### config.mk
export PLATFORM = sky130hd
export DESIGN_NAME = halfstep_clk_div
export DESIGN_NICKNAME = d
export VERILOG_FILES = /design/src/rtl/hsd_pkg.sv /design/src/rtl/hsd_ctrl_reg.sv /design/src/rtl/hsd_phase_gen.sv /design/src/rtl/halfstep_clk_div.sv
export SDC_FILE = /design/constraint.sdc
export NUM_CORES = 1
export LEC_CHECK = 0
export ABC_AREA = 1
export CORE_MARGIN = 2
export CORE_UTILIZATION = 58
export CTS_CLUSTER_DIAMETER = 80
export DETAILED_ROUTE_END_ITERATION = 8
export DONT_BUFFER_PORTS = 1
export HOLD_SLACK_MARGIN = 0.05
export PLACE_DENSITY = 0.82
export RECOVER_POWER = 25
export SYNTH_ARGS = -nofsm -noshare
export SYNTH_HDL_FRONTEND = slang
export SYNTH_SLANG_ARGS = --single-unit
export TNS_END_PERCENT = 100
### constraint.sdc
create_clock -name clk -period 1.6 [get_ports clk]
set_input_delay 0.24 -clock clk [delete_from_list [all_inputs] [get_ports clk]]
set_output_delay 0.24 -clock clk [all_outputs]
set_load 0.05 [all_outputs]
### src/rtl/hsd_pkg.sv
package hsd_pkg;

  localparam int unsigned CTRL_W  = 32;
  localparam int unsigned FIELD_W = 6;
  localparam int unsigned LO_LSB  = 0;
  localparam int unsigned ALT_LSB = 8;
  localparam int unsigned EN_BIT  = 31;
  localparam int unsigned DIV_W   = FIELD_W + 1;

  // divisor in half reference periods for a given field value
  function automatic int unsigned halves_of(input int unsigned field);
    return field + 2;
  endfunction

  // half periods spent high in one output period
  function automatic int unsigned high_halves(input int unsigned d);
    return (d + 1) / 2;
  endfunction

  // half periods spent low in one output period
  function automatic int unsigned low_halves(input int unsigned d);
    return d / 2;
  endfunction

endpackage

### src/rtl/hsd_ctrl_reg.sv
module hsd_ctrl_reg
  import hsd_pkg::*;
#(
  parameter int unsigned P_CTRL_W  = CTRL_W,
  parameter int unsigned P_FIELD_W = FIELD_W,
  parameter int unsigned P_LO_LSB  = LO_LSB,
  parameter int unsigned P_ALT_LSB = ALT_LSB,
  parameter int unsigned P_EN_BIT  = EN_BIT,
  parameter int unsigned P_DIV_W   = P_FIELD_W + 1
) (
  input  logic                clk,
  input  logic                rst,
  input  logic                wr_en,
  input  logic [P_CTRL_W-1:0] wr_data,
  input  logic                alt_mode,
  output logic [P_CTRL_W-1:0] ctrl_q,
  output logic [P_DIV_W-1:0]  req_div,
  output logic                req_byp
);

  localparam logic [P_CTRL_W-1:0] FMASK = P_CTRL_W'((1 << P_FIELD_W) - 1);
  localparam logic [P_CTRL_W-1:0] WMASK = (P_CTRL_W'(1) << P_EN_BIT)
                                        | (FMASK << P_LO_LSB)
                                        | (FMASK << P_ALT_LSB);

  logic [P_FIELD_W-1:0] lo_field;
  logic [P_FIELD_W-1:0] alt_field;
  logic [P_FIELD_W-1:0] sel_field;

  always_ff @(posedge clk) begin
    if (rst) begin
      ctrl_q <= '0;
    end else if (wr_en) begin
      ctrl_q <= (ctrl_q & ~WMASK) | (wr_data & WMASK);
    end
  end

  assign lo_field  = ctrl_q[P_LO_LSB  +: P_FIELD_W];
  assign alt_field = ctrl_q[P_ALT_LSB +: P_FIELD_W];
  assign sel_field = alt_mode ? alt_field : lo_field;

  always_comb begin
    req_div = P_DIV_W'(halves_of(int'(sel_field)));
    req_byp = !ctrl_q[P_EN_BIT];
  end

endmodule

### src/rtl/hsd_phase_gen.sv
module hsd_phase_gen
  import hsd_pkg::*;
#(
  parameter int unsigned P_DIV_W = DIV_W
) (
  input  logic               clk,
  input  logic               rst,
  input  logic [P_DIV_W-1:0] req_div,
  input  logic               req_byp,
  output logic               hi_q,
  output logic               lo_q,
  output logic [P_DIV_W-1:0] act_div,
  output logic               act_byp,
  output logic [P_DIV_W-1:0] pos_q,
  output logic               load_evt
);

  localparam int unsigned CW = P_DIV_W + 1;
  localparam logic [P_DIV_W-1:0] BYP_DIV = P_DIV_W'(2);

  logic [CW-1:0]      half_a;
  logic [CW-1:0]      p1;
  logic [CW-1:0]      p2;
  logic [CW-1:0]      d_ext;
  logic               bit0;
  logic               bit1;
  logic               mid_load;
  logic               end_load;
  logic [P_DIV_W-1:0] pos_n;

  always_comb begin
    d_ext    = CW'(act_div);
    half_a   = CW'(high_halves(int'(act_div)));
    p1       = CW'(pos_q) + CW'(1);
    p2       = CW'(pos_q) + CW'(2);
    bit0     = 1'b1;
    bit1     = 1'b0;
    mid_load = 1'b0;
    end_load = 1'b0;
    pos_n    = '0;
    if (act_byp) begin
      // reference pass-through: high half then low half, period ends each cycle
      end_load = 1'b1;
    end else begin
      bit0 = (CW'(pos_q) < half_a);
      if (p1 == d_ext) begin
        // period ends after the first half; second half opens the next setting
        mid_load = 1'b1;
        if (req_byp) begin
          bit1  = 1'b0;
          pos_n = '0;
        end else begin
          bit1  = 1'b1;
          pos_n = P_DIV_W'(1);
        end
      end else begin
        bit1 = (p1 < half_a);
        if (p2 == d_ext) begin
          end_load = 1'b1;
          pos_n    = '0;
        end else begin
          pos_n = P_DIV_W'(p2);
        end
      end
    end
  end

  assign load_evt = mid_load | end_load;

  always_ff @(posedge clk) begin
    if (rst) begin
      hi_q    <= 1'b0;
      lo_q    <= 1'b0;
      pos_q   <= '0;
      act_div <= BYP_DIV;
      act_byp <= 1'b1;
    end else begin
      hi_q  <= bit0;
      lo_q  <= bit1;
      pos_q <= pos_n;
      if (load_evt) begin
        act_div <= req_byp ? BYP_DIV : req_div;
        act_byp <= req_byp;
      end
    end
  end

endmodule

### src/rtl/halfstep_clk_div.sv
module halfstep_clk_div
  import hsd_pkg::*;
#(
  parameter int unsigned P_CTRL_W  = CTRL_W,
  parameter int unsigned P_FIELD_W = FIELD_W,
  parameter int unsigned P_LO_LSB  = LO_LSB,
  parameter int unsigned P_ALT_LSB = ALT_LSB,
  parameter int unsigned P_EN_BIT  = EN_BIT,
  parameter int unsigned P_DIV_W   = P_FIELD_W + 1
) (
  input  logic                clk,
  input  logic                rst,
  input  logic                wr_en,
  input  logic [P_CTRL_W-1:0] wr_data,
  input  logic                alt_mode,
  output logic [P_CTRL_W-1:0] ctrl_rd,
  output logic                div_clk,
  output logic [P_DIV_W-1:0]  eff_div
);

  logic [P_DIV_W-1:0] req_div;
  logic               req_byp;
  logic               gen_hi;
  logic               gen_lo;
  logic [P_DIV_W-1:0] gen_div;
  logic               gen_byp;
  logic [P_DIV_W-1:0] gen_pos;
  logic               gen_load;

  hsd_ctrl_reg #(
    .P_CTRL_W (P_CTRL_W),
    .P_FIELD_W(P_FIELD_W),
    .P_LO_LSB (P_LO_LSB),
    .P_ALT_LSB(P_ALT_LSB),
    .P_EN_BIT (P_EN_BIT),
    .P_DIV_W  (P_DIV_W)
  ) u_ctrl (
    .clk     (clk),
    .rst     (rst),
    .wr_en   (wr_en),
    .wr_data (wr_data),
    .alt_mode(alt_mode),
    .ctrl_q  (ctrl_rd),
    .req_div (req_div),
    .req_byp (req_byp)
  );

  hsd_phase_gen #(
    .P_DIV_W(P_DIV_W)
  ) u_gen (
    .clk     (clk),
    .rst     (rst),
    .req_div (req_div),
    .req_byp (req_byp),
    .hi_q    (gen_hi),
    .lo_q    (gen_lo),
    .act_div (gen_div),
    .act_byp (gen_byp),
    .pos_q   (gen_pos),
    .load_evt(gen_load)
  );

  // high phase of the reference shows the first half level, low phase the second
  assign div_clk = clk ? gen_hi : gen_lo;
  assign eff_div = gen_div;

endmodule

==> results.py <==
metrics = {
    "run_status": {
        "status": "finished, violations left",
        "violations": "negative setup slack",
    },
    "die": {
        "initial_core_util": 0.616,
        "io_pins": 76,
        "dieHeight_um": 67.1,
        "row_count": 22,
        "core-area_sq_um": 3740,
        "die-width_um": 67.1,
        "dieArea_sq_um": 4500,
    },
    "power": {
        "p_leak_nw": 1.54,
        "ir_worst_vdd_mv": 0.722,
        "power_mw": 2.70,
        "powerDensity_nw_per_um2": 795,
    },
    "min_path": {
        "hp-start": "wr_data[31]",
        "min_path_type": "in2reg",
        "worstHoldPathCells": 2,
    },
    "drt": {
        "routed_wl_um": 10200,
        "ant_nets": 0,
        "first_pass_iters": 9,
        "drt_iter0_drc": 673,
        "viasPerCell": 6.34,
        "wl_per_cell_um": 21.6,
        "post-route-drc-count": 0,
        "vias": 3011,
    },
    "setup_path": {
        "path_cells": "buf_4 -> nand2_1 -> o211ai_1 -> nand2_1 -> nor2_4 -> nand4_4 -> a21oi_2 -> nor2_1",
        "rr_worst_depth": 8,
        "cp-start-kind": "register",
        "crit_arrival_ns": 2.28,
        "worstSetupPathType": "reg2reg",
        "cpMostUsedCell": "nand2_1",
        "required_ns": 1.89,
        "cpPeakStageDelay_ns": 0.43,
        "crit_path_end_kind": "register",
        "critical_path.max_fanout": 8,
        "crit_start": "u_gen.pos_q[3]$_SDFF_PP0_",
        "cpMaxStageDelayCell": "dfxtp_2",
        "r2r_start": "u_gen.pos_q[3]$_SDFF_PP0_",
    },
    "global_route": {
        "grt-ovfl-total": 0,
        "grt_usage": 0.399,
        "grt_pass1_vias": 2824,
        "grt_max_degree": 22,
        "antenna_found_initial": 0,
        "grt_pass1_wl_um": 13000,
    },
    "synth": {
        "synthArstFlopShare": 0,
        "synth-xor-area-share": 0.0477,
        "ys_ff_latch": 30,
        "avgSynthCellArea_sq_um": 6.59,
        "ys_seq_area_frac": 0.260,
        "netlist_area_sq_um": 2310,
        "synthAdderAreaFrac": 0.0705,
        "synth_cell_types": 37,
        "syn-instance-count": 350,
        "synth_top_family_by_area": "simple AND/OR/NAND/NOR gates",
        "synthFlopType": "dfxtp_1",
        "synth_compound_area_frac": 0.0912,
        "synth_edf_count": 0,
        "yosys_warnings": 0,
        "yosys.area_share.simple": 0.378,
        "synth_mux_area_frac": 0.00922,
    },
    "placement": {
        "hpwl_um": 4590,
        "place_congestion": 0.901,
        "pre_cts_slack_ns": -0.225,
        "io_buffers": 0,
    },
    "finish": {
        "n_antenna_cell": 0,
        "area_growth_pct": 47.3,
        "fillers": 157,
        "drive_gt1_frac": 0.365,
        "nNetsFinal": 476,
    },
    "timing": {
        "clock.fmax_mhz": 501,
        "setup_viol": 18,
        "skew_ns": 0.00498,
        "hold_viol_final": 0,
        "slew_violations": 0,
        "finalCriticalPeriod_ns": 1.99,
        "final.setup.worst_slack_ns": -0.394,
        "max_slew_margin": 0.565,
        "rsz0062_at_grt": "yes",
        "post-route-period-util": 1.25,
        "worst-slew-pin-transition_ns": 0.652,
    },
    "clock_tree": {
        "cts_tree": "built",
        "cts.clk_slew.worst_paths_ns": 0.07,
        "clock_latency_ns": 0.40,
    },
    "flow_run": {
        "drv_cap": 0,
    },
}
[critical path, delay by kind of cell, from the launching register on]
family	cells	cell delay, ns
AOI/OAI and AO/OA	2	0.49
buffers and inverters	1	0.20
DFF	1	0.43
and+or+nand+nor	5	0.76
[cells by family (layout without fill, tap and decap cells)]
| family | count (synthesis) | count (layout) |
|---|---|---|
| other | 1 | 19 |
| xor gates and xnor gates | 11 | 11 |
| DFF | 30 | 30 |
| buffers and inverters | 63 | 122 |
| muxes | 2 | 2 |
| adders and majority gates | 13 | 13 |
| AOI/OAI and AO/OA | 38 | 38 |
| and+or+nand+nor | 192 | 192 |
[through the flow]
stage / area, sq um / util / TNS [ns] / instances / hold WS, ns
floorplan: 2520 / - / -0.428 / 368 / 0.309
global placement: 2760 / 0.738 / -1.70 / 439 / 0.313
detailed placement: 2760 / 0.738 / -2.09 / 439 / 0.320
CTS: 3200 / 0.855 / -1.92 / 473 / 0.0513
global route: 3400 / 0.907 / -6.99 / 475 / 0.0718
finish: 3400 / 0.907 / -5.40 / 475 / 0.0665
[layout make-up]
type	count	area, sq um	share of cell area
clock inverter	1	30.0	0.00884
timing repair buffer	79	648	0.191
sequential	30	631	0.186
clock buffer	8	110	0.0324
multi-input combinational	275	1790	0.526
inverter	34	130	0.0383
tap	48	60.1	0.0177
[worst paths after layout]
kind,slack [ns],to
hold reg to reg,0.62,u_gen.pos_q[6]$_SDFF_PP0_
setup / recovery,-0.39,u_gen.act_div[4]$_SDFFE_PP0P_
setup reg to reg,-0.39,u_gen.act_div[4]$_SDFFE_PP0P_
hold / removal,0.07,u_ctrl.ctrl_q[31]$_SDFFE_PP0P_
[cell usage after synthesis (4+ instances only)]
cell | count | share of area
ha_1 | 13 | 0.071
nand2_2 | 4 | 0.011
nor2_1 | 48 | 0.078
dfxtp_1 | 30 | 0.26
inv_1 | 30 | 0.049
buf_4 | 20 | 0.065
o21ai_0 | 16 | 0.035
a21oi_1 | 14 | 0.030
nand3_1 | 25 | 0.054
xnor2_1 | 4 | 0.015
nand4_1 | 12 | 0.033
buf_2 | 4 | 0.0087
xor2_1 | 6 | 0.023
nand2_1 | 86 | 0.14
[timing repair]
| item | 4_1_cts | 5_1_grt |
|---|---|---|
| endpoints found under the setup margin | 18 | 17 |
| hold buffers | 24 | 0 |
| pin swaps | 16 | 25 |
| hold endpoints to repair | 13 | 0 |
| gates resized for setup | 14 | 46 |
| setup buffers | 1 | 2 |
[power breakdown]
part	leakage [nW]	switching, mW	internal (mW)
Sequential	0.253	0.0468	0.784
Combinational	1.21	0.556	0.265
Clock	0.0798	0.414	0.635
Total	1.54	1.02	1.68
[flip-flops by register name, summed over array words and instances (netlist names)]
signal,count
u_ctrl.ctrl_q,13
u_gen.act_div,7
u_gen.pos_q,7
u_gen.act_byp,1
u_gen.hi_q,1
u_gen.lo_q,1
[metal layers]
metal  track usage  up-vias  part of all wire  wire length, um
li1              -     1240                 -                -
met3         0.152      120              0.12             1240
met5             0        -                 0                0
met2         0.684      333              0.48             4920
met4         0.235        0             0.078              794
met1         0.408     1318              0.32             3290
[cell usage in the layout (no fill, tap or decap), types with 5 or more instances in the layout]
cell	netlist	layout
a21oi_2	2	10
o21ai_0	16	14
dfxtp_2	0	9
dfxtp_1	30	16
clkbuf_2	1	5
nor2_2	2	5
nand2_1	86	70
dfxtp_4	0	5
nor2_4	2	5
dlygate4sd3_1	0	24
buf_4	20	46
nand4_1	12	12
ha_4	0	6
clkbuf_8	0	8
nand3_4	1	6
nand3_2	3	7
a21oi_1	14	5
conb_1	1	19
nand3_1	25	16
inv_1	30	28
ha_1	13	7
nand2_2	4	20
nor2_1	48	42
Note: power is estimated with default switching activity, not from simulation.
